===== src/rtl/err_first_next_status.sv =====
module err_first_next_status #(
  parameter int NUM_BUS  = 2,
  parameter int NUM_CORE = 4,
  parameter int DATA_W   = 32
) (
  input  logic                clk,
  input  logic                rst,
  input  logic                link_err_valid,
  input  logic                link_err_uncorr,
  input  logic [NUM_BUS-1:0]  bus_err_valid,
  input  logic [NUM_BUS-1:0]  bus_err_uncorr,
  input  logic [NUM_CORE-1:0] core_err_valid,
  input  logic [NUM_CORE-1:0] core_err_uncorr,
  input  logic                csr_wr_en,
  input  logic [DATA_W-1:0]   csr_wr_data,
  output logic [DATA_W-1:0]   csr_rd_data
);
  localparam int SRC = 3;

  logic [SRC-1:0] first_q, next_q;
  logic [SRC-1:0] unc, pick, spill, clr_first, clr_next;
  logic           first_empty;

  // source order: 0 link, 1 bus, 2 core
  assign unc = {|(core_err_valid & core_err_uncorr),
                |(bus_err_valid & bus_err_uncorr),
                link_err_valid & link_err_uncorr};

  assign first_empty = (first_q == '0);
  assign pick        = first_empty ? (unc & (~unc + 1'b1)) : '0;
  assign spill       = unc & ~pick;
  assign clr_first   = csr_wr_en ? csr_wr_data[SRC-1:0]     : '0;
  assign clr_next    = csr_wr_en ? csr_wr_data[2*SRC-1:SRC] : '0;

  always_ff @(posedge clk) begin
    if (rst) begin
      first_q <= '0;
      next_q  <= '0;
    end else begin
      first_q <= (first_q & ~clr_first) | pick;
      next_q  <= (next_q  & ~clr_next)  | spill;
    end
  end

  assign csr_rd_data = {{(DATA_W-2*SRC){1'b0}}, next_q, first_q};

  assert_first_onehot_R3: assert property (@(posedge clk) disable iff (rst)
    $onehot0(first_q));

  assert_corr_ignored_R2: assert property (@(posedge clk) disable iff (rst)
    (!csr_wr_en && unc == '0) |=> ($stable(first_q) && $stable(next_q)));

  assert_empty_fills_R3: assert property (@(posedge clk) disable iff (rst)
    (first_q == '0 && unc != '0) |=> (first_q != '0));

  assert_link_wins_R5: assert property (@(posedge clk) disable iff (rst)
    (first_q == '0 && unc[0] && !csr_wr_en) |=> (first_q == 3'b001));

  assert_held_first_R4: assert property (@(posedge clk) disable iff (rst)
    (first_q != '0 && !csr_wr_en) |=> $stable(first_q));

  assert_sticky_first_R11: assert property (@(posedge clk) disable iff (rst)
    (first_q != '0 && !csr_wr_en) |=> (first_q != '0));

  for (genvar i = 0; i < SRC; i++) begin : g_next_chk
    assert_next_set_R4: assert property (@(posedge clk) disable iff (rst)
      (first_q != '0 && unc[i]) |=> next_q[i]);
    assert_sticky_next_R11: assert property (@(posedge clk) disable iff (rst)
      (next_q[i] && !csr_wr_en) |=> next_q[i]);
  end
endmodule


===== config.mk =====
export PLATFORM = sky130hd
export DESIGN_NAME = err_first_next_status
export DESIGN_NICKNAME = d
export VERILOG_FILES = /design/src/rtl/err_first_next_status.sv
export SDC_FILE = /design/constraint.sdc
export NUM_CORES = 1
export LEC_CHECK = 0
export ABC_CLOCK_PERIOD_IN_PS = 2270
export BUFFER_PORTS_ARGS = -buffer_cell sky130_fd_sc_hd__buf_2
export CAP_MARGIN = 10
export CORE_AREA = 2 2 45 47
export DETAILED_ROUTE_END_ITERATION = 10
export DIE_AREA = 0 0 47 49
export PLACE_DENSITY = 0.79
export SYNTH_ARGS = -nofsm -noshare
export SYNTH_HDL_FRONTEND = slang
export SYNTH_SLANG_ARGS = --single-unit

===== constraint.sdc =====
create_clock -name clk -period 2.27 [get_ports clk]
set_input_delay 0.454 -clock clk [delete_from_list [all_inputs] [get_ports clk]]
set_output_delay 0.454 -clock clk [all_outputs]
set_load 0.1 [all_outputs]

==> flow_summary.ini, run 1 <==
[sta]
final.min_clock_period_ps = 1620
rsz0062_at_grt = false
finalCritPeriodShare = 0.713
slew_viol_final = 0
fin_setup_tns_ps = 0
fin_skew_ps = 1.52
hold_violations = 0
max_freq_mhz = 618
finalHoldWorstSlack_ps = 451
setup_viol = 0

[route]
first_iter_violations = 5
wl_um = 993
antenna_left = 0
drtPass1Iterations = 3
via_count = 445
wire_per_inst_um = 8.49
vias_per_cell = 3.80
drc = 0

[worst_hold_path]
hold_class = register to register

[global_routing]
grt_pass1_wl_um = 1660
grt_max_degree = 7
grt-ovfl-total = 0
antenna_found_initial = 0
grt_pass1_vias = 394
grt_use_total = 0.101

[die]
rows = 16
fp.dieArea_um2 = 2300
start_util = 0.271
die_h_um = 49
io_pins = 81
die_w_um = 47
core_area_um2 = 1840

[logic_synthesis]
yosysMostFrequentCell = buf_4
ys_top_cells_by_area = buf_4 39%, dfxtp_1 24%, a22oi_1 6.0%
synth_area_um2 = 499
ys_top_cells_by_count = 26 x buf_4, 7 x nand2_1, 6 x dfxtp_1
avgSynthCellArea_um2 = 8.32
synth_edf_count = 0
synth-main-ff-cell = dfxtp_1
synth_top_area_frac = 0.391
async_reset_ff_frac = 0
ys_seq_area_frac = 0.241
synth_top_area_cell = buf_4
synthCells = 60
synth.ff_latch_count = 6
synth.distinct_cells = 16
ys.warnings.count = 0

[finish]
antennaDiodeCount = 0
area_delta_synth_final_pct = 19.0
drive_above_1_share = 0.356
fin_nets = 141
finish.instance_area_um2 = 594

[critical_path]
path_buf_inv = 1
crit_family = buffers and inverters
cp-end-kind = primary output
startpoint_type = register
crit_chain = buf_2
cp.arrival_ps = 1160
slowest_stage = buf_2
critical_path.max_fanout = 5
crit_type = register to primary output
max_stage_delay_ps = 480
required_ps = 1820

[run]
maxCapViolCount = 0

[cts]
cts_sinks = 6
clk_path_buf_depth = 2
numCtsBuffers = 3
cts_htree_levels = 1
cts_tree = built
cts_resized = 0
post-cts-setup-buffers = 0
cts.clk_slew.worst_paths_ps = 40
clk_latency_ps = 240
postCtsHoldBufs = 0
ctsRootBufferMaster = clkbuf_4

[placement]
io_buffers = 28
hpwl_um = 891
dpl_cell_area_um2 = 572
place.gp.congestion = 0.716

[pwr]
leakage_nw = 0.329
vdd.ir_drop.worst_uv = 350
finalPower_w = 0.000573
p_per_area_nw_per_um2 = 965

[outcome]
run_status = complete, no violations
==> sequential cells by signal, indices dropped and copies added (netlist names) <==
name     cells
first_q      3
next_q       3
==> per-stage QoR <==
step	utilization	setup WS, ps	std cells
floorplan	-	687	85
global placement	0.310	897	114
detailed placement	0.310	870	114
CTS	0.323	647	117
global route	0.323	611	117
finish	0.323	652	117
==> worst reg2reg max path: cells and delay by family, from the launching register on <==
| family | cells | cell delay, ps |
|---|---|---|
| flip-flops | 1 | 360 |
| AO/OA/AOI/OAI | 2 | 620 |
| AND/OR/NAND/NOR | 1 | 60 |
==> kinds of logic after synthesis <==
| logic type | synth area share |
|---|---|
| flip-flops | 0.241 |
| AND/OR/NAND/NOR | 0.120 |
| AO/OA/AOI/OAI | 0.233 |
| other | 0.00751 |
| buffers and inverters | 0.398 |
==> power breakdown <==
part	switching [W]	internal [W]
Sequential	0.0000129	0.000117
Combinational	0.000301	0.0000463
Clock	0.0000359	0.0000596
==> area by class of cell <==
class                   count  area, um^2
fillers                   214        1250
clock buffers               3        22.5
repair buffers             28         140
well taps                  27        33.8
multi-input cells          52         274
flip-flops and latches      6         120
inverters                   1        3.75
==> final timing paths <==
check                              from                    to  slack (ps)  depth (start not counted)
setup / recovery  first_q[2]$_SDFF_PP0_        csr_rd_data[2]         650                          1
hold / removal     next_q[0]$_SDFF_PP0_  next_q[0]$_SDFF_PP0_         450                          2
setup reg to reg  first_q[0]$_SDFF_PP0_  next_q[1]$_SDFF_PP0_        1120                          3
hold reg to reg    next_q[0]$_SDFF_PP0_  next_q[0]$_SDFF_PP0_         450                          2
==> per-layer routing <==
layer  wire length [um]  track usage
met2                502        0.167
met3                110       0.0667
met5                  0            0
met1                380        0.101
met4                  0       0.0278
==> cell usage in the layout, fill, tap and decap left out, types with 2 or more instances in the layout <==
| cell | instances |
|---|---|
| nand2_1 | 7 |
| a32o_1 | 2 |
| buf_2 | 28 |
| a21oi_1 | 2 |
| dfxtp_1 | 6 |
| clkbuf_4 | 3 |
| a22oi_1 | 4 |
| nor2_1 | 4 |
| conb_1 | 26 |
Power figures use the tool's default switching activity.
==> run 2: changes to the inputs <==
ABC_AREA = 1   (was default)
ABC_CLOCK_PERIOD_IN_PS = 1650   (was 2270)
CORE_AREA = 2 2 46 48   (was 2 2 45 47)
DIE_AREA = 0 0 48 50   (was 0 0 47 49)
PLACE_DENSITY = 0.77   (was 0.79)
clock period = 1.65 ns   (was 2.27 ns; I/O delays follow)
==> run 2 against run 1 <==
Sequential cell count unchanged. Combinational power is 33% higher. Clock power grew 42%. Sequential share of layout area fell by 0.33 points. First-iteration DRC count did not move. Clock skew is essentially flat. Sequential power grew 32%. Cell area rose by 1.7%. Non-clock buffer count is the same. Setup slack lost 420 ps. Clock-buffer cell count stayed put. Critical endpoint unchanged. Highest routed layer unchanged.
==> flow_summary.ini, run 2 <==
[outcome]
run_status = complete, no violations

[critical_path]
crit_chain = buf_2
required_ps = 1320
crit_type = register to primary output
cp.arrival_ps = 1080
cp-end-kind = primary output
max_stage_delay_ps = 450
crit_family = buffers and inverters
path_buf_inv = 1
startpoint_type = register
slowest_stage = buf_2
critical_path.max_fanout = 4

[pwr]
netSwitchingPower_w = 0.000476
swShare = 0.617
finalPower_w = 0.000771
comb_power_share = 0.601
vdd.ir_drop.worst_uv = 351
p_per_area_nw_per_um2 = 1280
p_int_w = 0.000295
leakage_nw = 0.359
seqPwrFrac = 0.222
p_clk_frac = 0.177

[sta]
slew_viol_final = 0
fin_setup_tns_ps = 0
setup_slack_ps = 235
rsz0062_at_grt = false
final.min_clock_period_ps = 1410
finalCritPeriodShare = 0.858
max_freq_mhz = 707
setup_viol = 0
fin_skew_ps = 2.01
hold_violations = 0

[cts]
numCtsBuffers = 3
cts_resized = 0
cts_htree_levels = 1
clk_latency_ps = 240
ctsRootBufferMaster = clkbuf_4
post-cts-setup-buffers = 0
cts_sinks = 6
cts.clk_slew.worst_paths_ps = 50
postCtsHoldBufs = 0
cts_tree = built
clk_path_buf_depth = 2

[logic_synthesis]
synthCells = 75
synth.distinct_cells = 14
ys_top_cells_by_area = buf_4 38%, dfxtp_1 24%, nand2_1 18%
synth_edf_count = 0
synth_top_area_frac = 0.383
synth_top_area_cell = buf_4
ys.warnings.count = 0
synth_area_um2 = 509
async_reset_ff_frac = 0
ys_seq_area_frac = 0.236
synth-main-ff-cell = dfxtp_1
synth.ff_latch_count = 6
yosysMostFrequentCell = buf_4
ys_top_cells_by_count = 26 x buf_4, 25 x nand2_1, 6 x dfxtp_1
avgSynthCellArea_um2 = 6.79

[run]
maxCapViolCount = 0

[finish]
final_common_cell = buf_2
drive_above_1_share = 0.333
area_delta_synth_final_pct = 18.7
fin_nets = 156
final_cell_mix = 28 x buf_2, 26 x conb_1, 25 x nand2_1, 6 x dfxtp_1, 4 x a21oi_1
reg.largest.list = first_q x3, next_q x3
nFillCells = 216
layoutNonFillerInstCount = 132
antennaDiodeCount = 0
finish.instance_area_um2 = 604

[die]
rows = 16
die_h_um = 50
die_w_um = 48
core_area_um2 = 1900
io_pins = 81
fp.dieArea_um2 = 2400
start_util = 0.268

[placement]
pre_cts_slack_ps = 493
dpl_cell_area_um2 = 582
io_buffers = 28
place.gp.congestion = 0.647
dp.cells = 129
hpwl_um = 925

[route]
wl_um = 1000
drtPass1Iterations = 4
via_count = 466
first_iter_violations = 5
wire_per_inst_um = 7.60
drc = 0
vias_per_cell = 3.53
antenna_left = 0

[global_routing]
grt-ovfl-total = 0
antenna_found_initial = 0
grt_pass1_wl_um = 1620
grt_max_degree = 7
grt_use_total = 0.0974
grt_pass1_vias = 413

[worst_hold_path]
hold_class = input pin to register
-- run 2: area by class of cell --
type | instances | area (um^2) | area share
sequential | 6 | 120 | 0.199
multi-input combinational | 65 | 277 | 0.458
inverter | 3 | 11.3 | 0.0186
clock buffer | 3 | 22.5 | 0.0373
tap | 27 | 33.8 | 0.0559
timing repair buffer | 28 | 140 | 0.232
-- run 2: cells by family after synthesis --
group	synth area share
simple gates	0.270
flops	0.236
compound gates	0.0811
other cells	0.00736
buf+inv	0.405
-- run 2: per-layer routing --
layer  vias to the layer above  GRT usage  share of wire
met1                       185     0.0875           0.34
met4                         0     0.0541              0
met2                        40      0.176           0.56
met3                         0     0.0330           0.10
li1                        241          -              -
met5                         -          0              0
-- run 2: per-stage QoR --
| stage | utilization | hold slack (ps) |
|---|---|---|
| finish | 0.318 | 317 |
| global route | 0.318 | 314 |
| CTS | 0.318 | 308 |
| detailed placement | 0.306 | 466 |
| global placement | 0.306 | 456 |
| floorplan | - | 392 |
-- run 2: power groups by stage --
stage	clock network, W	logic [W]	registers [W]
after floorplan	0	0.000356	0.000277
after global placement	0	0.000460	0.000173
after detailed placement	0	0.000464	0.000174
after CTS	0.000143	0.000464	0.000171
after global routing	0.000155	0.000485	0.000174
final	0.000136	0.000463	0.000171
-- run 2: final timing paths --
kind | startpoint | endpoint | slack [ps] | cells after the start
setup / recovery | first_q[2]$_SDFF_PP0_ | csr_rd_data[2] | 240 | 1
hold / removal | rst | first_q[2]$_SDFF_PP0_ | 320 | 2
setup reg to reg | first_q[0]$_SDFF_PP0_ | next_q[2]$_SDFF_PP0_ | 760 | 4
hold reg to reg | next_q[2]$_SDFF_PP0_ | next_q[2]$_SDFF_PP0_ | 470 | 2
